$ cat config.mk
export PLATFORM = sky130hd
export DESIGN_NAME = acc_core
export DESIGN_NICKNAME = d
export VERILOG_FILES = /design/src/rtl/acc_pkg.sv /design/src/rtl/acc_seq.sv /design/src/rtl/acc_pc.sv /design/src/rtl/acc_alu.sv /design/src/rtl/acc_core.sv
export SDC_FILE = /design/constraint.sdc
export NUM_CORES = 1
export LEC_CHECK = 0
export ABC_AREA = 1
export BUFFER_PORTS_ARGS = -buffer_cell sky130_fd_sc_hd__buf_4
export CORE_ASPECT_RATIO = 0.9
export CORE_MARGIN = 4
export CORE_UTILIZATION = 57
export DETAILED_ROUTE_END_ITERATION = 12
export PLACE_DENSITY = 0.81
export SYNTH_ARGS = -nofsm -noshare
export SYNTH_HDL_FRONTEND = slang
export SYNTH_SLANG_ARGS = --single-unit
$ cat constraint.sdc
create_clock -name clk -period 3.4 [get_ports clk]
set_input_delay 0.85 -clock clk [delete_from_list [all_inputs] [get_ports clk]]
set_output_delay 0.85 -clock clk [all_outputs]
set_load 0.005 [all_outputs]
$ cat src/rtl/acc_pkg.sv
package acc_pkg;

    localparam int unsigned WORD_W = 16;
    localparam int unsigned ADDR_W = 14;
    localparam int unsigned OP_W   = WORD_W - ADDR_W;

    typedef logic [WORD_W-1:0] word_t;
    typedef logic [ADDR_W-1:0] addr_t;

    typedef enum logic [OP_W-1:0] {
        OP_LOAD  = 2'b00,
        OP_STORE = 2'b01,
        OP_ADD   = 2'b10,
        OP_SUB   = 2'b11
    } op_e;

    typedef enum logic [1:0] {
        PH_FETCH = 2'd0,
        PH_OPND  = 2'd1,
        PH_EXEC  = 2'd2
    } phase_e;

    typedef struct packed {
        op_e   op;
        addr_t addr;
    } instr_t;

    function automatic instr_t split_word(word_t w);
        instr_t r;
        r.op   = op_e'(w[WORD_W-1 -: OP_W]);
        r.addr = w[ADDR_W-1:0];
        return r;
    endfunction

    function automatic logic is_store(op_e op);
        return op == OP_STORE;
    endfunction

endpackage

$ cat src/rtl/acc_seq.sv
module acc_seq
    import acc_pkg::*;
(
    input  logic   clk,
    input  logic   rst,
    input  logic   halt,
    output phase_e phase
);
    phase_e phase_d;

    always_comb begin
        case (phase)
            PH_FETCH: phase_d = halt ? PH_FETCH : PH_OPND;
            PH_OPND:  phase_d = PH_EXEC;
            PH_EXEC:  phase_d = PH_FETCH;
            default:  phase_d = PH_FETCH;
        endcase
    end

    always_ff @(posedge clk) begin
        if (rst) phase <= PH_FETCH;
        else     phase <= phase_d;
    end
endmodule

$ cat src/rtl/acc_pc.sv
module acc_pc #(
    parameter int unsigned W = 14
) (
    input  logic         clk,
    input  logic         rst,
    input  logic         step,
    output logic [W-1:0] pc
);
    always_ff @(posedge clk) begin
        if (rst)       pc <= '0;
        else if (step) pc <= pc + 1'b1;
    end
endmodule

$ cat src/rtl/acc_alu.sv
module acc_alu
    import acc_pkg::*;
#(
    parameter int unsigned W = 16
) (
    input  logic         clk,
    input  logic         rst,
    input  logic         en,
    input  op_e          op,
    input  logic [W-1:0] opnd,
    output logic [W-1:0] acc
);
    logic [W-1:0] acc_d;

    always_comb begin
        case (op)
            OP_LOAD: acc_d = opnd;
            OP_ADD:  acc_d = acc + opnd;
            OP_SUB:  acc_d = acc - opnd;
            default: acc_d = acc;
        endcase
    end

    always_ff @(posedge clk) begin
        if (rst)     acc <= '0;
        else if (en) acc <= acc_d;
    end
endmodule

$ cat src/rtl/acc_core.sv
module acc_core
    import acc_pkg::*;
(
    input  logic              clk,
    input  logic              rst,
    input  logic              halt,
    output logic [ADDR_W-1:0] mem_addr,
    output logic [WORD_W-1:0] mem_wdata,
    output logic              mem_we,
    input  logic [WORD_W-1:0] mem_rdata,
    output logic [WORD_W-1:0] acc_out
);
    phase_e phase_q;
    addr_t  pc_q;
    instr_t ir_q;
    instr_t fetched;
    word_t  acc_q;
    logic   exec_ph;
    logic   alu_en;

    acc_seq u_seq (
        .clk   (clk),
        .rst   (rst),
        .halt  (halt),
        .phase (phase_q)
    );

    assign exec_ph = (phase_q == PH_EXEC);

    acc_pc #(.W(ADDR_W)) u_pc (
        .clk  (clk),
        .rst  (rst),
        .step (exec_ph),
        .pc   (pc_q)
    );

    assign fetched = split_word(mem_rdata);

    always_ff @(posedge clk) begin
        if (rst)                    ir_q <= instr_t'('0);
        else if (phase_q == PH_OPND) ir_q <= fetched;
    end

    assign alu_en = exec_ph && !is_store(ir_q.op);

    acc_alu #(.W(WORD_W)) u_alu (
        .clk  (clk),
        .rst  (rst),
        .en   (alu_en),
        .op   (ir_q.op),
        .opnd (mem_rdata),
        .acc  (acc_q)
    );

    always_comb begin
        case (phase_q)
            PH_FETCH: mem_addr = pc_q;
            PH_OPND:  mem_addr = fetched.addr;
            PH_EXEC:  mem_addr = ir_q.addr;
            default:  mem_addr = pc_q;
        endcase
    end

    assign mem_we    = exec_ph && is_store(ir_q.op);
    assign mem_wdata = acc_q;
    assign acc_out   = acc_q;
endmodule

==> summary.txt, run 1 <==
Status: complete, no violations
Vias in the first global route: 3385
Postcts setup bufs: 0
Port bufs: 65
Buf/Inv on CP: 4
Worst-skew pair later-pin latency: 0.31 ns
Worst setup SP type: input port
Max rail drop VDD: 251 uV
First-pass GRT wire length: 16.0 mm
Pwr Density: 345 mW/mm^2
# IOs: 66
Setup_tns: 0 ns
Slew Limit Fails: 0
Buffers from clock root to sink, at most: 2
Worst slew margin: 53.2%
Antenna diodes: 0
Area Growth Syn to Fin: 15.1%
Core Area: 0.00615 sq mm
Synth Instances: 577
Inst Count DP: 699
Largest net degree at the start of global routing: 32
HPWL Detailed: 7.30 mm
Starting DRT DRC Count: 297
Syn_area_per_cell: 6.28 sq um
Die height: 83.6 um
Fillcell total: 574
Hold Slack: 0.465 ns
Combinational share of power: 24.0%
Synth Warn #: 0
Clock Power Share: 34.5%
Crit path DAT: 3.28 ns
Count of final setup violators: 0
DRC Markers: 0
GRT Overall Usage: 25.2%
Sink Count: 48
Leakage power: 1.97 nW
Most frequent cell on the critical path: nand2_1
CP Data Required Time: 3.59 ns
H-tree Lvls: 2
Via Count: 3830
GP Congestion: 0.921
Root Buffer: clkbuf_8
TritonCTS clock tree: done
Routed vias/inst: 5.42
Worst Max-Slew Pin Slew: 0.703 ns
Psw: 0.431 mW
Leading cell types in the layout, fill and taps excluded: nand2_1, buf_4, a21oi_1, inv_1, nor2_1
Initial antenna violation count: 0
Routed length per instance: 13.7 um
Tcrit/Tclk final: 91.0%
Unrepaired setup endpoints after global routing: false
Worst hold path startpoint: ir_q[9]$_SDFFE_PP0P_
Seq/Total Area, Yosys: 26.5%
Max incr delay on CP: 0.34 ns
HP Class: flip-flop to flip-flop
Die Area: 0.00769 sq mm
Worst Clk Skew: 0.00459 ns
Post-CTS sizing: 0
Sw Ratio: 29.9%
Area leader, netlist: dfxtp_1
Worst Setup End Kind: flip-flop
Die width: 92.0 um
Top cells by area, synth: dfxtp_1, nand2_1, a21oi_1
Crit Path Class: input port to flip-flop
Crit path from: mem_rdata[0]
Worst R2R Start: ir_q[14]$_SDFFE_PP0P_
Initial Utilization: 58.9%
Critical Path Fanout Max: 5
Max-cap violations: 0
Syn Std Cell Area: 0.00362 sq mm
Crit-path cells: buf_4 > inv_1 > ha_1 > inv_1 > nor3_2 > nand2_1 > nor3_2 > nand3_1 > nand2_1 > xor2_1 > inv_1 > ha_1 > nand2_1 > nor2_1 > and2_0 > nand2_1 > nand3_1 > nand3_1 > nand2_1 > a21oi_1
Commonest non-fill, non-tap cell in the layout: nand2_1
Total wire length: 9.68 mm
Num CTS Buffers: 5
Top Family by Delay on Critical Path: simple AND/OR/NAND/NOR gates
Synth cell types: 34
DR pass1 iterations: 8
Synth Register Bits: 48
Reg area: 961 sq um
Detail Route Antenna Nets: 0
Reg2Reg Setup Slack: 0.75 ns
Layout cell share with drive strength beyond 1: 15.8%
CP max stage cell: ha_1
Site Rows: 27
CTS Hold Bufs: 0
Internal power: 1.01 mW
Finished Layout Cells: 706
Final layout net count: 659
Post-synth net total: 617
F_max: 0.323 GHz
Worst-path clk slew: 0.09 ns
Area of the multi-input gates: 0.00219 sq mm
Final hold vios: 0
Total congestion overflow: 0
Final min period: 3.09 ns
Yosys top cell area share: 26.5%
Sequential Power Share: 41.5%
power by group through the flow:
stage | sequential (mW) | clock, mW | combinational (mW)
2_1_floorplan | 0.607 | 0 | 0.226
3_3_place_gp | 0.609 | 0 | 0.338
3_5_place_dp | 0.610 | 0 | 0.340
4_1_cts | 0.597 | 0.504 | 0.343
5_1_grt | 0.601 | 0.526 | 0.386
6_report | 0.598 | 0.496 | 0.345
state kept, by name, indices dropped and copies added, names as in the netlist:
name,flops
u_seq.phase,2
u_alu.acc,16
u_pc.pc,14
ir_q,16
layout make-up:
type | count | area share, %
Clock buffer | 5 | 1.65
Clock inverter | 2 | 1.44
Inverter | 72 | 6.54
Multi-Input combinational cell | 424 | 52.5
Sequential cell | 48 | 23.0
Tap cell | 87 | 2.61
Timing Repair Buffer | 68 | 12.2
metal layers:
layer  routed length, um  up-vias  GRT usage, %
met5                   0        -             0
met1                4440     1712          35.9
met3                 848       10          4.15
met2                4280      175          40.2
met4                 109        0          4.86
li1                    -     1933             -
worst min-delay path, stage by stage, from the launching register on:
cell,delay [ns]
dfxtp_1,0.32
nand2_1,0.06
a21oi_1,0.05
cell usage after synthesis (all sizes together):
cell type and n:
a211oi 2, a21oi 67, a31oi 15, and2 1, buf 21, clkbuf 12
dfxtp 48, fa 1, ha 20, inv 72, nand2 158, nand3 25
nand4 6, nor2 63, nor3 12, nor3b 1, o21a 2, o21ai 29
o21bai 2, o31ai 1, xnor2 3, xor2 16
worst paths after layout:
kind	cells past startpoint	endpoint
hold / removal	2	ir_q[9]$_SDFFE_PP0P_
setup reg to reg	16	u_alu.acc[11]$_SDFFE_PP0P_
hold reg to reg	2	ir_q[9]$_SDFFE_PP0P_
setup / recovery	20	u_alu.acc[13]$_SDFFE_PP0P_
cells by family (layout without fill, tap and decap cells):
kind of cell / after synthesis / in the layout / share of synthesized area (%)
buffers and inverters: 105 / 147 / 13.1
and+or+nand+nor: 266 / 266 / 30.6
xor gates and xnor gates: 19 / 19 / 4.60
DFF: 48 / 48 / 26.5
AOI/OAI and AO/OA: 118 / 118 / 17.7
adders and majority gates: 21 / 21 / 7.46
per-stage QoR:
| step | area (sq um) | setup slack, ns | power [mW] | util, % |
|---|---|---|---|---|
| 5_1_grt | 4170 | 0.0259 | 1.51 | 67.8 |
| 4_1_cts | 4170 | 0.345 | 1.44 | 67.8 |
| 3_3_place_gp | 4040 | 0.0229 | 0.947 | 65.7 |
| 2_1_floorplan | 3620 | 0.480 | 0.833 | - |
| 3_5_place_dp | 4040 | 0.0270 | 0.951 | 65.7 |
| 6_report | 4170 | 0.307 | 1.44 | 67.8 |
Note: power is estimated with default switching activity, not from simulation.
==> run 2, diff against run 1 <==
--- a/config.mk
+++ b/config.mk
@@ -9,9 +9,10 @@
 export BUFFER_PORTS_ARGS = -buffer_cell sky130_fd_sc_hd__buf_4
 export CORE_ASPECT_RATIO = 0.9
 export CORE_MARGIN = 4
-export CORE_UTILIZATION = 57
+export CORE_UTILIZATION = 58
+export CTS_BUF_LIST = sky130_fd_sc_hd__clkbuf_8
 export DETAILED_ROUTE_END_ITERATION = 12
-export PLACE_DENSITY = 0.81
+export PLACE_DENSITY = 0.83
 export SYNTH_ARGS = -nofsm -noshare
 export SYNTH_HDL_FRONTEND = slang
 export SYNTH_SLANG_ARGS = --single-unit
==> run 2 against run 1 <==
Against the previous run:
- sequential power is essentially flat
- setup slack gained 0.018 ns
- core utilization fell by 0.070 points
- clock power decreased by 23%
- clock skew rose by 0.0025 ns
- clock-buffer cell count rose by 1
- critical endpoint is now u_alu.acc[15]$_SDFFE_PP0P_
- largest cell class unchanged
==> summary.txt, run 2 (same netlist as run 1, synthesis figures left out) <==
Final layout net count: 659 (unchanged)
Commonest non-fill, non-tap cell in the layout: nand2_1
First-pass GRT wire length: 16.4 mm (+2.2%)
Post-Route Utilization: 67.7% (-0.070 points)
Psw: 0.441 mW (+2.3%)
Worst Setup End Kind: flip-flop
Initial Utilization: 59.5% (+0.65 points)
GRT Overall Usage: 25.9% (+0.67 points)
Clock Power Share: 28.7% (-5.8 points)
Port bufs: 65 (unchanged)
Most frequent cell on the critical path: nand2_1
Worst-skew pair later-pin latency: 0.31 ns (about the same)
HP Class: flip-flop to flip-flop
Crit Path Class: input port to flip-flop
Total congestion overflow: 0 (unchanged)
Max incr delay on CP: 0.34 ns (about the same)
Total wire length: 9.86 mm (+1.8%)
Crit path DAT: 3.32 ns (+0.04 ns)
GP Congestion: 0.901 (-2.2%)
Starting DRT DRC Count: 265 (-11%)
Vias in the first global route: 3578 (+5.7%)
F_max: 0.325 GHz (+0.59%)
Tcrit/Tclk final: 90.4% (-0.54 points)
Sink Count: 48 (unchanged)
Leakage power: 1.95 nW (-1.1%)
Worst Max-Slew Pin Slew: 0.674 ns (-0.0285 ns)
H-tree Lvls: 2 (unchanged)
Largest net degree at the start of global routing: 32 (unchanged)
Buf/Inv on CP: 5 (+1)
Fillcell total: 548 (-4.5%)
Critical Path Fanout Max: 4 (-1)
Largest registers: ir_q (16), u_alu.acc (16), u_pc.pc (14)
Unrepaired setup endpoints after global routing: false
Finished Layout Cells: 692 (-2.0%)
Num CTS Buffers: 5 (unchanged)
Initial antenna violation count: 0 (unchanged)
Final min period: 3.07 ns (-0.0183 ns)
Setup_tns: 0 ns (unchanged)
DR pass1 iterations: 5 (-3)
CP Data Required Time: 3.65 ns (+0.06 ns)
Area Growth Syn to Fin: 13.8%
Via Count: 3865 (+0.91%)
Hold Slack: 0.467 ns (+0.00137 ns)
Worst slew margin: 55.1% (+1.9 points)
Site Rows: 27 (unchanged)
Top Family by Delay on Critical Path: simple AND/OR/NAND/NOR gates
CTS Hold Bufs: 0 (unchanged)
Internal power: 0.883 mW (-12%)
Detail Route Antenna Nets: 0 (unchanged)
Post-CTS sizing: 0 (unchanged)
DRC Markers: 0 (unchanged)
Root Buffer: clkbuf_8
Die Area: 0.00757 sq mm (-1.6%)
Final hold vios: 0 (unchanged)
Sequential Power Share: 45.1% (+3.6 points)
Layout cell share with drive strength beyond 1: 16.0% (+0.14 points)
Die height: 83.0 um (-0.78%)
Worst-path clk slew: 0.10 ns (about the same)
Max-cap violations: 0 (unchanged)
Total power: 1.32 mW (-8.0%)
Slew Limit Fails: 0 (unchanged)
Antenna diodes: 0 (unchanged)
# IOs: 66 (unchanged)
Combinational share of power: 26.2% (+2.2 points)
Worst setup SP type: input port
Postcts setup bufs: 0 (unchanged)
Leading cell types in the layout, fill and taps excluded: nand2_1, buf_4, a21oi_1, inv_1, nor2_1
Worst Clk Skew: 0.00708 ns (+0.00249 ns)
TritonCTS clock tree: done
Routed vias/inst: 5.59 (+3.0%)
Count of final setup violators: 0 (unchanged)
Pwr Density: 321 mW/mm^2 (-6.9%)
Sw Ratio: 33.3% (+3.3 points)
Max rail drop VDD: 176 uV (-30%)
HPWL Detailed: 7.46 mm (+2.2%)
Status: complete, no violations
CP max stage cell: ha_1
Crit-path cells: buf_4 > inv_1 > ha_1 > inv_1 > nor3_2 > nand2_1 > nor3_2 > nand3_1 > nand2_1 > o21ai_1 > xor2_1 > ha_1 > nand2_1 > inv_1 > nand2_1 > nand2_1 > inv_1 > nand2_1 > a21oi_1 > nand2_1 > nand3_1 > nand2_1 > a21oi_1
Inst Count DP: 684 (-2.1%)
Die width: 91.3 um (-0.79%)
Buffers from clock root to sink, at most: 2 (unchanged)
Core Area: 0.00608 sq mm (-1.1%)
Routed length per instance: 14.2 um (+3.9%)
[run 2: cell count changes in the layout (fill, tap and decap cells not counted), sizes merged]
cell      delta
bufinv       -2
clkbuf       +1
clkinvlp     +2
[run 2: per-stage QoR]
| step | worst slack, ns | instance area, sq um |
|---|---|---|
| 6_report | 0.325 | 4120 |
| 3_3_place_gp | 0.131 | 4020 |
| 2_1_floorplan | 0.480 | 3620 |
| 3_5_place_dp | 0.0224 | 4020 |
| 4_1_cts | 0.336 | 4120 |
| 5_1_grt | 0.0387 | 4120 |
[run 2: final cells by class]
| cell class | count | area, sq um | area share (%) |
|---|---|---|---|
| clock buffer | 6 | 82.6 | 2.00 |
| clock inverter | 2 | 15.0 | 0.365 |
| inverter | 72 | 273 | 6.62 |
| multi-input combinational | 424 | 2190 | 53.1 |
| sequential | 48 | 961 | 23.3 |
| tap | 72 | 90.1 | 2.19 |
| timing repair buffer | 68 | 510 | 12.4 |
[run 2: final timing paths]
path / slack [ns] / end / start / depth (start not counted)
setup / recovery: 0.33 / u_alu.acc[15]$_SDFFE_PP0P_ / mem_rdata[0] / 23
hold reg to reg: 0.47 / ir_q[6]$_SDFFE_PP0P_ / ir_q[6]$_SDFFE_PP0P_ / 2
hold / removal: 0.47 / ir_q[6]$_SDFFE_PP0P_ / ir_q[6]$_SDFFE_PP0P_ / 2
setup reg to reg: 0.73 / u_alu.acc[10]$_SDFFE_PP0P_ / ir_q[14]$_SDFFE_PP0P_ / 13
[run 2: power by group through the flow]
stage	Combinational, mW	Sequential, mW	Clock [mW]
2_1_floorplan	0.226	0.607	0
3_3_place_gp	0.338	0.609	0
3_5_place_dp	0.341	0.610	0
4_1_cts	0.344	0.597	0.383
5_1_grt	0.386	0.601	0.411
6_report	0.347	0.597	0.380
[run 2: worst register-to-register path, delay by kind of cell, from the launching register on]
| family | cells | cell delay, ns |
|---|---|---|
| AND/OR/NAND/NOR | 6 | 0.69 |
| adder cells (fa/ha/maj) | 1 | 0.35 |
| XOR/XNOR | 1 | 0.17 |
| buffers and inverters | 1 | 0.25 |
| flip-flops | 1 | 0.44 |
| AO/OA/AOI/OAI | 4 | 0.67 |
[run 2: metal layers]
layer	vias up	wire length [um]	track usage (%)
met1	1760	4610	35.3
met3	17	772	4.71
li1	1930	-	-
met2	158	4340	41.7
met5	-	0	0
met4	0	128	7.26
